<file path="src/rtl/pcf_pkg.sv">
package pcf_pkg;
   typedef enum logic {
      TXN_IDLE = 1'b0,
      TXN_OPEN = 1'b1
   } txn_state_e;
endpackage

</file>
<file path="src/rtl/pcf_wr_ctrl.sv">
module pcf_wr_ctrl
   import pcf_pkg::*;
#(
   parameter int PW = 4
)(
   input  logic          clk,
   input  logic          rst_n,
   input  logic          txn_start,
   input  logic          accept_ok,
   input  logic          wr_valid,
   input  logic          txn_close,
   input  logic          txn_abort,
   input  logic          room_ok,
   output logic [PW-1:0] wr_ptr,
   output logic [PW-1:0] cmt_ptr,
   output logic          wr_en,
   output logic          close_evt,
   output logic          txn_open
);
   txn_state_e    state_q;
   logic [PW-1:0] wr_next;

   assign txn_open  = (state_q == TXN_OPEN);
   assign wr_en     = txn_open && wr_valid && room_ok;
   assign wr_next   = wr_ptr + PW'(wr_en);
   assign close_evt = txn_open && txn_close && !txn_abort;

   always_ff @(posedge clk) begin
      if (!rst_n) begin
         state_q <= TXN_IDLE;
         wr_ptr  <= '0;
         cmt_ptr <= '0;
      end else if (txn_open && txn_abort) begin
         wr_ptr  <= cmt_ptr;
         state_q <= TXN_IDLE;
      end else if (close_evt) begin
         wr_ptr  <= wr_next;
         cmt_ptr <= wr_next;
         state_q <= TXN_IDLE;
      end else begin
         wr_ptr <= wr_next;
         if (!txn_open && txn_start && accept_ok)
            state_q <= TXN_OPEN;
      end
   end
endmodule

</file>
<file path="src/rtl/pcf_nak_ctrl.sv">
module pcf_nak_ctrl #(
   parameter int PW      = 4,
   parameter int MAX_PKT = 8
)(
   input  logic          clk,
   input  logic          rst_n,
   input  logic          close_evt,
   input  logic          pkt_short,
   input  logic          auto_nak_dis,
   input  logic          force_nak_clr,
   input  logic [PW-1:0] free_cnt,
   output logic          force_nak,
   output logic          accept_ok
);
   assign accept_ok = !force_nak && (free_cnt >= PW'(MAX_PKT));

   always_ff @(posedge clk) begin
      if (!rst_n)
         force_nak <= 1'b0;
      else if (close_evt && pkt_short && !auto_nak_dis)
         force_nak <= 1'b1;
      else if (force_nak_clr)
         force_nak <= 1'b0;
   end
endmodule

</file>
<file path="src/rtl/pcf_rd_ctrl.sv">
module pcf_rd_ctrl #(
   parameter int PW = 4
)(
   input  logic          clk,
   input  logic          rst_n,
   input  logic [PW-1:0] cmt_ptr,
   input  logic          port_rd,
   output logic [PW-1:0] rd_ptr,
   output logic [PW-1:0] avail,
   output logic          port_req,
   output logic          rd_en
);
   assign avail    = cmt_ptr - rd_ptr;
   assign port_req = (avail != '0);
   assign rd_en    = port_rd && port_req;

   always_ff @(posedge clk) begin
      if (!rst_n)
         rd_ptr <= '0;
      else if (rd_en)
         rd_ptr <= rd_ptr + 1'b1;
   end
endmodule

</file>
<file path="src/rtl/pcf_store.sv">
module pcf_store #(
   parameter int DATA_W    = 8,
   parameter int DEPTH     = 16,
   parameter bit GATE_DATA = 1'b1,
   localparam int AW       = $clog2(DEPTH)
)(
   input  logic              clk,
   input  logic              wr_en,
   input  logic [AW-1:0]     wr_addr,
   input  logic [DATA_W-1:0] wr_data,
   input  logic [AW-1:0]     rd_addr,
   input  logic              rd_live,
   output logic [DATA_W-1:0] rd_data
);
   logic [DATA_W-1:0] mem [DEPTH];
   logic [DATA_W-1:0] raw;

   always_ff @(posedge clk) begin
      if (wr_en)
         mem[wr_addr] <= wr_data;
   end

   assign raw = mem[rd_addr];

   generate
      if (GATE_DATA) begin : g_gated
         assign rd_data = rd_live ? raw : '0;
      end else begin : g_raw
         logic unused_live;
         assign unused_live = rd_live;
         assign rd_data     = raw;
      end
   endgenerate
endmodule

</file>
<file path="src/rtl/pkt_commit_rx_fifo.sv">
module pkt_commit_rx_fifo #(
   parameter int DATA_W    = 8,
   parameter int MAX_PKT   = 8,
   parameter int PKT_SLOTS = 2,
   parameter bit GATE_DATA = 1'b1,
   localparam int DEPTH    = MAX_PKT * PKT_SLOTS,
   localparam int AW       = $clog2(DEPTH),
   localparam int PW       = AW + 1
)(
   input  logic              clk,
   input  logic              rst_n,
   input  logic              txn_start,
   output logic              rx_accept,
   input  logic              wr_valid,
   input  logic [DATA_W-1:0] wr_data,
   input  logic              txn_close,
   input  logic              txn_abort,
   input  logic              pkt_short,
   input  logic              auto_nak_dis,
   input  logic              force_nak_clr,
   output logic              force_nak,
   output logic              port_req,
   input  logic              port_rd,
   output logic [DATA_W-1:0] port_data,
   output logic [PW-1:0]     valid_cnt,
   output logic [PW-1:0]     free_cnt
);
   generate
      if (DATA_W < 1) begin : g_bad_width
         $error("DATA_W must be at least 1");
      end
      if (PKT_SLOTS < 2) begin : g_bad_slots
         $error("PKT_SLOTS must be at least 2");
      end
      if ((DEPTH & (DEPTH - 1)) != 0) begin : g_bad_depth
         $error("MAX_PKT*PKT_SLOTS must be a power of two");
      end
   endgenerate

   logic [PW-1:0] wr_ptr, cmt_ptr, rd_ptr, used;
   logic          wr_en, close_evt, txn_open, accept_ok, rd_en;

   assign used      = wr_ptr - rd_ptr;
   assign free_cnt  = PW'(DEPTH) - used;
   assign rx_accept = accept_ok;

   pcf_wr_ctrl #(.PW(PW)) u_wr (
      .clk       (clk),
      .rst_n     (rst_n),
      .txn_start (txn_start),
      .accept_ok (accept_ok),
      .wr_valid  (wr_valid),
      .txn_close (txn_close),
      .txn_abort (txn_abort),
      .room_ok   (free_cnt != '0),
      .wr_ptr    (wr_ptr),
      .cmt_ptr   (cmt_ptr),
      .wr_en     (wr_en),
      .close_evt (close_evt),
      .txn_open  (txn_open)
   );

   pcf_nak_ctrl #(.PW(PW), .MAX_PKT(MAX_PKT)) u_nak (
      .clk           (clk),
      .rst_n         (rst_n),
      .close_evt     (close_evt),
      .pkt_short     (pkt_short),
      .auto_nak_dis  (auto_nak_dis),
      .force_nak_clr (force_nak_clr),
      .free_cnt      (free_cnt),
      .force_nak     (force_nak),
      .accept_ok     (accept_ok)
   );

   pcf_rd_ctrl #(.PW(PW)) u_rd (
      .clk      (clk),
      .rst_n    (rst_n),
      .cmt_ptr  (cmt_ptr),
      .port_rd  (port_rd),
      .rd_ptr   (rd_ptr),
      .avail    (valid_cnt),
      .port_req (port_req),
      .rd_en    (rd_en)
   );

   pcf_store #(.DATA_W(DATA_W), .DEPTH(DEPTH), .GATE_DATA(GATE_DATA)) u_mem (
      .clk     (clk),
      .wr_en   (wr_en),
      .wr_addr (wr_ptr[AW-1:0]),
      .wr_data (wr_data),
      .rd_addr (rd_ptr[AW-1:0]),
      .rd_live (port_req),
      .rd_data (port_data)
   );
endmodule

</file>
<file path="config.mk">
export PLATFORM = sky130hd
export DESIGN_NAME = pkt_commit_rx_fifo
export DESIGN_NICKNAME = d
export VERILOG_FILES = /design/src/rtl/pcf_pkg.sv /design/src/rtl/pcf_wr_ctrl.sv /design/src/rtl/pcf_nak_ctrl.sv /design/src/rtl/pcf_rd_ctrl.sv /design/src/rtl/pcf_store.sv /design/src/rtl/pkt_commit_rx_fifo.sv
export SDC_FILE = /design/constraint.sdc
export NUM_CORES = 1
export LEC_CHECK = 0
export BUFFER_PORTS_ARGS = -buffer_cell sky130_fd_sc_hd__buf_2
export CAP_MARGIN = 15
export CORE_MARGIN = 2
export CORE_UTILIZATION = 25
export CTS_CLUSTER_SIZE = 30
export DETAILED_ROUTE_END_ITERATION = 8
export GPL_TIMING_DRIVEN = 0
export PLACE_DENSITY = 0.39
export SYNTH_ARGS = -nofsm -noshare
export SYNTH_HDL_FRONTEND = slang
export SYNTH_HIERARCHICAL = 1
export SYNTH_SLANG_ARGS = --single-unit
</file>
<file path="constraint.sdc">
create_clock -name clk -period 10 [get_ports clk]
set_clock_uncertainty 0.05 [all_clocks]
set_input_delay 1 -clock clk [delete_from_list [all_inputs] [get_ports clk]]
set_output_delay 1 -clock clk [all_outputs]
set_load 0.005 [all_outputs]
</file>
==> run summary <==
### Global route
• global-route wire length before repair: 23300 um
• number of global-route vias before repair: 3679
• number of antenna violations at the first check in global routing: 0
• remaining global-route overflow: 0
• Total GRT Usage: 0.123
• pin count of the biggest net entering global routing: 17

### Power
• leakage power figure: 2.59 nW
• peak supply drop: 0.000129 V
• switching fraction of total power: 0.333
• share of total power in combinational logic: 0.319
• power spent charging and discharging nets: 0.633 mW
• sequential share of power: 0.370
• Internal Pwr Total: 1.27 mW
• total power divided by cell area: 254 nW/um2
• share of total power in the clock network: 0.311

### Timing
• final critical-path share of the clock period: 0.505
• total setup violations reported at the end of the flow: 0
• Setup WS post-layout: 4.95 ns
• transition time at the pin with the least slew margin: 0.962 ns
• Max Fclk: 0.198 GHz
• count of final hold-check violations: 0
• Worst slew margin: 0.356
• unrepaired setup endpoints after global routing: false
• Setup TNS: 0 ns
• minimum clock period: 5.05 ns
• Final Max Slew Viols: 0

### Worst setup path
• kind of start point of the critical path: flip-flop
• maximum fanout along the worst path: 9
• required time worst endpoint: 8.95 ns
• Crit Path Class: flip-flop to output pin
• cells along the critical path: ha_1 > inv_1 > fa_1 > and3_4 > or3_4 > a2111oi_4 > nand2_1 > nor2b_1 > clkbuf_1 > nand3_1 > o21ai_1 > buf_2
• CP Buf/Inv Count: 3
• delay-heaviest family, CP: simple AND/OR/NAND/NOR gates
• type of element capturing the critical path: output pin
• worst path arrival time: 4.00 ns
• cell with the largest stage delay on the worst path: dfxtp_1
• max incr delay on CP: 0.62 ns

### Placed design
• GPL Wtd Cong: 0.726
• dpl cells: 791
• Buffers on Ports: 38
• post-DP HPWL: 10400 um
• worst slack at placement: 5.24 ns
• Placed Instance Area: 6950 um2

### Routing
• violation count after the first detailed-route iteration: 214
• First-pass DRT Iterations: 4
• remaining antenna violation count after routing: 0
• residual DRC count: 0
• total wire length: 15400 um
• Avg WL per Cell: 18.7 um
• via count: 3589
• vias per cell: 4.36

### Finish
• post-route cell area: 7500 um2
• Layout Nets: 514
• antenna diode count: 0
• final design utilization: 0.300
• share of final-layout standard cells stronger than drive strength 1: 0.195
• area growth from synthesis to layout: 18.6%
• top library cells by usage in the layout, fill and taps aside: edfxtp_1 (128), mux2i_1 (57), buf_2 (42)
• fin cells: 823
• most common cell after layout, fill and taps aside: edfxtp_1

### Clock tree
• Setup Buffers After CTS: 0
• TritonCTS sink count: 145
• library cell used as clock root buffer: clkbuf_16
• Hold-fix buffers, CTS: 0
• number of cells upsized or downsized after cts: 0
• CTS clock-pin slew for the worst setup and hold paths: 0.07 ns
• CTS buffer count: 17
• TritonCTS clock tree: built
• worst-case clock buffer depth: 2
• clock latency on the worst-skew pair: 0.42 ns
• total number of H-tree levels: 4

### Yosys
• number of standard cells after synthesis: 419
• Yosys cell types: 47
• number of enable-type register cells in the synthesized netlist: 128
• syn nets: 453
• flip-flop and latch count after synthesis: 145
• async set-reset flop share out of synthesis: 0
• synthesis warning total: 6
• sequential share of the synthesized area: 0.662
• average cell area after synthesis: 15.1 um2
• ys flop type: edfxtp_1
• synthesized cell area: 6320 um2

### Floorplan
• Boundary Pins: 39
• Initial Util: 0.252
• Std-Cell Rows: 58
• die boundary width: 163 um
• die height: 163 um
• die outline area: 26600 um2
• floorplan core area: 25000 um2

### Run
• max-cap violations: 0

### Worst hold path
• Min-Delay Path Class: flip-flop to flip-flop

### Status
• outcome: completed

==> per-stage QoR <==
stage	power [mW]	hold WS, ns
after global placement	1.33	0.421
after detailed placement	1.33	0.434
after floorplan	1.10	0.418
after global routing	2.02	0.502
final	1.90	0.452
after CTS	1.94	0.451
==> worst paths after layout <==
| check | start | end | slack [ns] | cells past startpoint |
|---|---|---|---|---|
| hold reg to reg | u_nak/force_nak | u_nak/force_nak | 0.45 | 2 |
| hold / removal | u_nak/force_nak | u_nak/force_nak | 0.45 | 2 |
| setup reg to reg | u_rd/rd_ptr[0] | u_mem/mem[0][5] | 5.80 | 13 |
| setup / recovery | u_rd/rd_ptr[0] | port_data[1] | 4.95 | 12 |
==> power groups by stage <==
stage | sequential, mW | clock, mW | combinational (mW)
2_1_floorplan | 0.706 | 0 | 0.398
3_3_place_gp | 0.719 | 0 | 0.609
3_5_place_dp | 0.719 | 0 | 0.614
4_1_cts | 0.706 | 0.613 | 0.617
5_1_grt | 0.709 | 0.637 | 0.672
6_report | 0.705 | 0.592 | 0.607
==> cells by family after synthesis <==
kind of cell,count (synthesis),synth area share
muxes,64,0.116
adders and majority gates,16,0.0340
buffers and inverters,34,0.0331
DFF,145,0.662
xor gates and xnor gates,8,0.0133
AOI/OAI and AO/OA,57,0.0633
and+or+nand+nor,95,0.0780
==> synth_stat cells, drive strengths merged, types with 2 or more instances <==
master   count  share of area
and2         3         0.0030
and3         3         0.0046
mux2i       57          0.090
dfxtp       17          0.054
nand3       14          0.011
xor2         3         0.0042
xnor2        4         0.0055
o21ai       14          0.011
a2111oi      2         0.0059
ha          14          0.028
nor2        16         0.0099
fa           2         0.0063
nand2       28          0.017
o211a        2         0.0032
nor2b        5         0.0049
buf         11          0.019
nand2b      11          0.011
edfxtp     128           0.61
nor3         4         0.0032
a22oi       25          0.030
nand3b       4         0.0048
clkbuf       6         0.0042
a21oi        9         0.0071
inv         17          0.010
a21boi       3         0.0042
mux4         7          0.026
==> cell type report <==
| class | instances | area (um2) |
|---|---|---|
| Tap cell | 330 | 413 |
| Buffer | 17 | 145 |
| Multi-Input combinational cell | 240 | 1930 |
| Timing Repair Buffer | 42 | 218 |
| Clock inverter | 14 | 118 |
| Sequential cell | 145 | 4180 |
| Fill cell | 2541 | 17500 |
| Clock buffer | 18 | 429 |
| Inverter | 17 | 63.8 |
==> registers in the layout, summed over array words and instances, names as in the netlist <==
signal	count
u_wr/wr_ptr	5
u_nak/force_nak	1
u_mem/mem	128
u_wr/cmt_ptr	5
u_rd/rd_ptr	5
u_wr/txn_open	1
==> metal layers <==
metal / global-route usage / vias up / wire length [um]
li1: - / 1721 / -
met1: 0.173 / 1800 / 7820
met2: 0.190 / 64 / 6990
met3: 0.0295 / 4 / 525
met4: 0.0358 / 0 / 84
met5: 0 / - / 0
==> worst min-delay path: stages, from the launching register on <==
cell      delay, ns
dfxtp_1        0.33
nand3b_1       0.08
nand2_1        0.05
(Power assumes the default switching activity.)
